File: config.mk
export PLATFORM = sky130hd
export DESIGN_NAME = phaseDisc
export DESIGN_NICKNAME = d
export VERILOG_FILES = /design/src/rtl/phaseDiscPkg.sv /design/src/rtl/phaseDiscCtrl.sv /design/src/rtl/phaseDiscDatapath.sv /design/src/rtl/phaseDisc.sv
export SDC_FILE = /design/constraint.sdc
export NUM_CORES = 1
export LEC_CHECK = 0
export BUFFER_PORTS_ARGS = -buffer_cell sky130_fd_sc_hd__buf_4
export CELL_PAD_IN_SITES_DETAIL_PLACEMENT = 0
export CELL_PAD_IN_SITES_GLOBAL_PLACEMENT = 1
export CORE_AREA = 2 2 158 160
export DETAILED_ROUTE_END_ITERATION = 8
export DIE_AREA = 0 0 160 162
export PLACE_DENSITY_LB_ADDON = 0.1
export SLEW_MARGIN = 20
export SYNTH_ARGS = -nofsm -noshare
export SYNTH_HDL_FRONTEND = slang
export SYNTH_HIERARCHICAL = 1
export SYNTH_SLANG_ARGS = --single-unit
File: constraint.sdc
create_clock -name clk -period 3.05 [get_ports clk]
set_input_delay 0.4575 -clock clk [delete_from_list [all_inputs] [get_ports clk]]
set_output_delay 0.4575 -clock clk [all_outputs]
set_load 0.005 [all_outputs]
File: src/rtl/phaseDiscPkg.sv
package phaseDiscPkg;

  // Strobes from the control side to the datapath for one accepted sample
  typedef struct packed {
    logic advance;   // accept the sample into the history
    logic emitMain;  // register a result onto the main output
    logic emitRate;  // register a result onto the rate output
    logic selDiff;   // main output carries the difference
  } discStrobes_t;

endpackage

File: src/rtl/phaseDiscCtrl.sv
module phaseDiscCtrl
  import phaseDiscPkg::*;
#(
  parameter int MAX_DELAY = 8,
  parameter int DELAY_W   = $clog2(MAX_DELAY)
) (
  input  logic               clk,
  input  logic               rstN,
  input  logic               inValid,
  input  logic [DELAY_W-1:0] delaySel,
  input  logic               outSel,
  input  logic               strobeEn,
  output discStrobes_t       strobes
);

  localparam int CNT_W = $clog2(MAX_DELAY + 1);
  localparam logic [CNT_W-1:0] CNT_MAX = CNT_W'(MAX_DELAY);

  // Number of samples already held in the history, saturating at its depth
  logic [CNT_W-1:0] heldCount;
  logic             primed;

  always_ff @(posedge clk or negedge rstN) begin
    if (!rstN) begin
      heldCount <= '0;
    end else if (inValid && (heldCount != CNT_MAX)) begin
      heldCount <= heldCount + 1'b1;
    end
  end

  // The span is delaySel+1, so primed means heldCount >= delaySel+1
  assign primed = heldCount > CNT_W'(delaySel);

  always_comb begin
    strobes.advance  = inValid;
    strobes.selDiff  = outSel;
    strobes.emitMain = inValid && (!outSel || primed);
    strobes.emitRate = inValid && strobeEn && primed;
  end

endmodule

File: src/rtl/phaseDiscDatapath.sv
module phaseDiscDatapath
  import phaseDiscPkg::*;
#(
  parameter int PHASE_W   = 18,
  parameter int MAX_DELAY = 8,
  parameter int SHIFT_MAX = 3,
  parameter int DELAY_W   = $clog2(MAX_DELAY),
  parameter int SHIFT_W   = $clog2(SHIFT_MAX + 1)
) (
  input  logic               clk,
  input  logic               rstN,
  input  discStrobes_t       strobes,
  input  logic [PHASE_W-1:0] inPhase,
  input  logic [SHIFT_W-1:0] shiftSel,
  input  logic [DELAY_W-1:0] delaySel,
  output logic               outValid,
  output logic [PHASE_W-1:0] outData,
  output logic               rateValid,
  output logic [PHASE_W-1:0] rateData
);

  logic [PHASE_W-1:0] foldedPhase;
  logic [PHASE_W-1:0] pastPhase;
  logic [PHASE_W-1:0] phaseDelta;
  logic [PHASE_W-1:0] history [MAX_DELAY];

  // Fold: shift left, drop overflow bits at the top
  always_comb begin
    foldedPhase = inPhase;
    for (int s = 1; s <= SHIFT_MAX; s++) begin
      if (int'(shiftSel) == s) begin
        foldedPhase = inPhase << s;
      end
    end
  end

  // History line; entry 0 is the most recent accepted sample
  generate
    for (genvar i = 0; i < MAX_DELAY; i++) begin : gHist
      if (i == 0) begin : gHead
        always_ff @(posedge clk or negedge rstN) begin
          if (!rstN) begin
            history[0] <= '0;
          end else if (strobes.advance) begin
            history[0] <= foldedPhase;
          end
        end
      end else begin : gTail
        always_ff @(posedge clk or negedge rstN) begin
          if (!rstN) begin
            history[i] <= '0;
          end else if (strobes.advance) begin
            history[i] <= history[i-1];
          end
        end
      end
    end
  endgenerate

  assign pastPhase  = history[delaySel];
  // Modular subtraction; the result reads as two's complement
  assign phaseDelta = foldedPhase - pastPhase;

  always_ff @(posedge clk or negedge rstN) begin
    if (!rstN) begin
      outValid  <= 1'b0;
      outData   <= '0;
      rateValid <= 1'b0;
      rateData  <= '0;
    end else begin
      outValid  <= strobes.emitMain;
      rateValid <= strobes.emitRate;
      if (strobes.emitMain) begin
        outData <= strobes.selDiff ? phaseDelta : foldedPhase;
      end
      if (strobes.emitRate) begin
        rateData <= phaseDelta;
      end
    end
  end

endmodule

File: src/rtl/phaseDisc.sv
module phaseDisc
  import phaseDiscPkg::*;
#(
  parameter int PHASE_W   = 18,
  parameter int MAX_DELAY = 8,
  parameter int SHIFT_MAX = 3,
  parameter int DELAY_W   = $clog2(MAX_DELAY),
  parameter int SHIFT_W   = $clog2(SHIFT_MAX + 1)
) (
  input  logic               clk,
  input  logic               rstN,
  input  logic               inValid,
  input  logic [PHASE_W-1:0] inPhase,
  input  logic [SHIFT_W-1:0] shiftSel,
  input  logic [DELAY_W-1:0] delaySel,
  input  logic               outSel,
  input  logic               strobeEn,
  output logic               outValid,
  output logic [PHASE_W-1:0] outData,
  output logic               rateValid,
  output logic [PHASE_W-1:0] rateData
);

  discStrobes_t strobes;

  phaseDiscCtrl #(
    .MAX_DELAY(MAX_DELAY),
    .DELAY_W  (DELAY_W)
  ) uCtrl (
    .clk     (clk),
    .rstN    (rstN),
    .inValid (inValid),
    .delaySel(delaySel),
    .outSel  (outSel),
    .strobeEn(strobeEn),
    .strobes (strobes)
  );

  phaseDiscDatapath #(
    .PHASE_W  (PHASE_W),
    .MAX_DELAY(MAX_DELAY),
    .SHIFT_MAX(SHIFT_MAX),
    .DELAY_W  (DELAY_W),
    .SHIFT_W  (SHIFT_W)
  ) uData (
    .clk      (clk),
    .rstN     (rstN),
    .strobes  (strobes),
    .inPhase  (inPhase),
    .shiftSel (shiftSel),
    .delaySel (delaySel),
    .outValid (outValid),
    .outData  (outData),
    .rateValid(rateValid),
    .rateData (rateData)
  );

endmodule

==> out/qor.txt <==
actual slew at the worst max-slew pin: 0.747 ns
nets@finish: 894
CP Cell Sequence: mux4_2 > mux2_2 > ha_1 > fa_2 > nor2b_4 > o2111ai_4 > nand3_2 > a41oi_4 > xnor2_1 > mux2_2
register area share after synthesis: 0.486
CTS tree: built
placed instance count: 1143
Port Buf Inserts: 65
CTS Buffer Depth: 2
initial core utilization: 0.397
drt drc: 0
largest fanout on the critical path: 3
met3 WL: 793 microns
ys flop type: dfrtp_1
Worst Hold Class: primary input to flip-flop
H-tree Lvls: 4
data required time of the worst path: 3.38 ns
DRT iter0 DRCs: 342
Post-Syn Area: 9570 sq um
CTS Buf Count: 17
Tot GR Track Use: 0.178
initial antenna violation count: 0
max-slew violation count: 0
final WL: 22000 microns
slowest CP cell: mux4_2
Multi-input gate area: 4780 sq um
top sig layer: met4
Syn Area/Cell: 13.7 sq um
Hold Crit Depth: 3
Leak: 5.22 nW
vias in the first global route: 6482
Clock Tree Root: clkbuf_16
critical path's largest stage delay: 0.46 ns
routed length on met2: 10200 microns
setup ws final: 0.121 ns
DR pass1 iterations: 4
final cell count without fillers: 1180
post-DR wirelength/cell: 18.7 microns
Final Hold Viols: 0
Synthesis Warnings: 6
worst path arrival time: 3.26 ns
wl on met1: 10900 microns
Fillers: 2139
Power Total: 0.0100 W
HP Start: inPhase[0]
Setup Slack @ Placement: -0.450 ns
share of layout cells above drive strength 1: 0.513
core box area: 24100 sq um
Die Footprint: 25900 sq um
final HPWL from detailed placement: 16100 microns
largest net degree at the start of global routing: 143
reg2reg end: uData/rateData[12]
hold_ws: 0.295 ns
gr ovfl total: 0
post-layout min period: 2.93 ns
crit-path leading delay family: multiplexers
r2r startpoint: uData/history[72]
Max Freq: 0.341 GHz
Tcrit/Tclk final: 0.960
reg-to-reg setup timing slack: 0.12 ns
Distinct cells, synth: 60
Setup Crit Path Kind: flip-flop to flip-flop
clk_lat worst skew: 0.44 ns
register area: 4650 sq um
Register-to-Register Path Depth: 10
endpoints failing setup: 0
Worst-path clk slew: 0.08 ns
vias: 6190
Ant. Diodes: 0
critical path capture point type: flip-flop
vias per inst: 5.25
Routed Antenna Nets: 0
# IOs: 66
Clock Sinks: 186
Yosys reg bits: 186
startpoint class of the critical path: flip-flop
Max Cap Viol: 0
Fin Setup TNS: 0 ns
Die Span X: 160 microns
status: finished, final reports clean
Power Dens Cells: 842 nW/um^2
Hold EP: uData/history[126]
GPL Wtd Cong: 0.803
EDFF count, synth: 0
Area Growth Syn to Fin: 24.5%
worst vdd ir: 0.316 mV
clk_skew: 0.0127 ns
Post-Syn Nets: 749
first-pass GRT wire length: 36100 microns
crit path buf inv count: 0
Synth Instances: 698
worst rel slew slack: 0.502
fraction of registers with async set/reset: 1.00
FP Rows: 57
Most common cell on crit path: mux2_2
Die Height: 162 microns
[worst register-to-register path, stage by stage (launching register included)]
cell	delay (ns)
dfrtp_1	0.41
mux4_2	0.46
mux2_2	0.28
ha_1	0.23
fa_2	0.38
nor2b_4	0.16
o2111ai_4	0.16
nand3_2	0.15
a41oi_4	0.17
xnor2_1	0.16
mux2_2	0.26
[where the power goes]
| part | leakage, nW | switching, W | internal (W) |
|---|---|---|---|
| registers | 2.23 | 0.000547 | 0.00331 |
| clock network | 0.288 | 0.00111 | 0.00111 |
| logic | 2.71 | 0.00170 | 0.00225 |
[placed cells by master, fill, tap and decap left out, types with 4 or more instances in the layout]
| cell | instances |
|---|---|
| a211o_1 | 4 |
| a21o_1 | 6 |
| a21oi_1 | 22 |
| a31oi_1 | 4 |
| buf_12 | 9 |
| buf_4 | 158 |
| clkbuf_16 | 17 |
| dfrtp_1 | 186 |
| ha_1 | 21 |
| inv_1 | 15 |
| inv_6 | 5 |
| inv_8 | 5 |
| mux2_2 | 156 |
| mux2i_1 | 22 |
| mux2i_2 | 4 |
| mux4_2 | 50 |
| nand2_1 | 24 |
| nand3_1 | 16 |
| nor2_1 | 20 |
| o21a_1 | 4 |
| o21ai_0 | 13 |
| or3_1 | 4 |
| xnor2_1 | 11 |
| xor2_1 | 4 |
[repair_timing]
item / 4_1_cts / 5_1_grt
hold buffers: 1 / 0
setup endpoints to repair: 2 / 17
cloned: 0 / 0
buffers inserted: 0 / 4
gates resized for setup: 1 / 15
pin swaps: 0 / 4
hold endpoints to repair: 6 / 0
[Yosys cell counts, types with 3 or more instances]
cell / n / share of area
mux4_2: 50 / 0.12
clkbuf_1: 31 / 0.012
inv_1: 15 / 0.0059
nor2b_1: 4 / 0.0026
dfrtp_1: 186 / 0.49
o21ai_0: 13 / 0.0068
buf_2: 6 / 0.0031
and2_1: 3 / 0.0020
nor2_1: 20 / 0.0078
xor2_1: 4 / 0.0037
ha_1: 22 / 0.029
mux2_2: 158 / 0.19
a31o_2: 3 / 0.0027
nand2_1: 24 / 0.0094
nand3_1: 18 / 0.0094
a221o_1: 3 / 0.0031
mux2i_1: 25 / 0.026
a211oi_1: 3 / 0.0024
or3_1: 4 / 0.0026
xnor2_1: 11 / 0.010
a211o_1: 4 / 0.0037
a31oi_1: 5 / 0.0033
buf_1: 3 / 0.0012
buf_4: 3 / 0.0024
a22o_1: 3 / 0.0027
a21o_1: 6 / 0.0047
o21a_1: 4 / 0.0031
a21oi_1: 25 / 0.013
[through the flow]
stage / utilization / area (sq um)
global route: 0.494 / 11900
floorplan: - / 9710
detailed placement: 0.465 / 11200
finish: 0.494 / 11900
CTS: 0.490 / 11800
global placement: 0.465 / 11200
[how the worst max path moves through the flow]
| stage | start | slack (ns) | to | cells after the start |
|---|---|---|---|---|
| after floorplan | delaySel[0] | -0.02 | uData/outData[16] | 11 |
| after global placement | delaySel[0] | -0.43 | uData/rateData[15] | 11 |
| after detailed placement | delaySel[0] | -0.45 | uData/outData[12] | 12 |
| after CTS | delaySel[0] | 0.01 | uData/outData[10] | 13 |
| after global routing | uData/history[73] | -0.009 | uData/rateData[9] | 11 |
| final | uData/history[72] | 0.12 | uData/rateData[12] | 10 |
[per-layer routing]
layer,vias to the layer above,global-route usage
li1,2929,-
met1,3138,0.260
met2,111,0.280
met3,12,0.0304
met4,0,0.0369
met5,-,0
[sequential cells by signal, summed over array words and instances, names as in the netlist]
| name | flops |
|---|---|
| uData/outData | 18 |
| uCtrl/heldCount | 4 |
| uData/rateData | 18 |
| uData/rateValid | 1 |
| uData/outValid | 1 |
| uData/history | 144 |
[kinds of logic after synthesis]
kind of cell             Yosys count  synth area share
adder cells (fa/ha/maj)           23            0.0308
multiplexers                     235             0.333
buffers and inverters             62            0.0272
AND/OR/NAND/NOR                   88            0.0450
flip-flops                       186             0.486
XOR/XNOR                          15            0.0137
AO/OA/AOI/OAI                     89            0.0643
[cell type report]
type | instances | area share
inverters | 17 | 0.00536
flip-flops and latches | 186 | 0.391
clock inverters | 15 | 0.0139
multi-input cells | 450 | 0.401
clock buffers | 17 | 0.0357
well taps | 324 | 0.0340
repair buffers | 171 | 0.119
(Power assumes the default switching activity.)
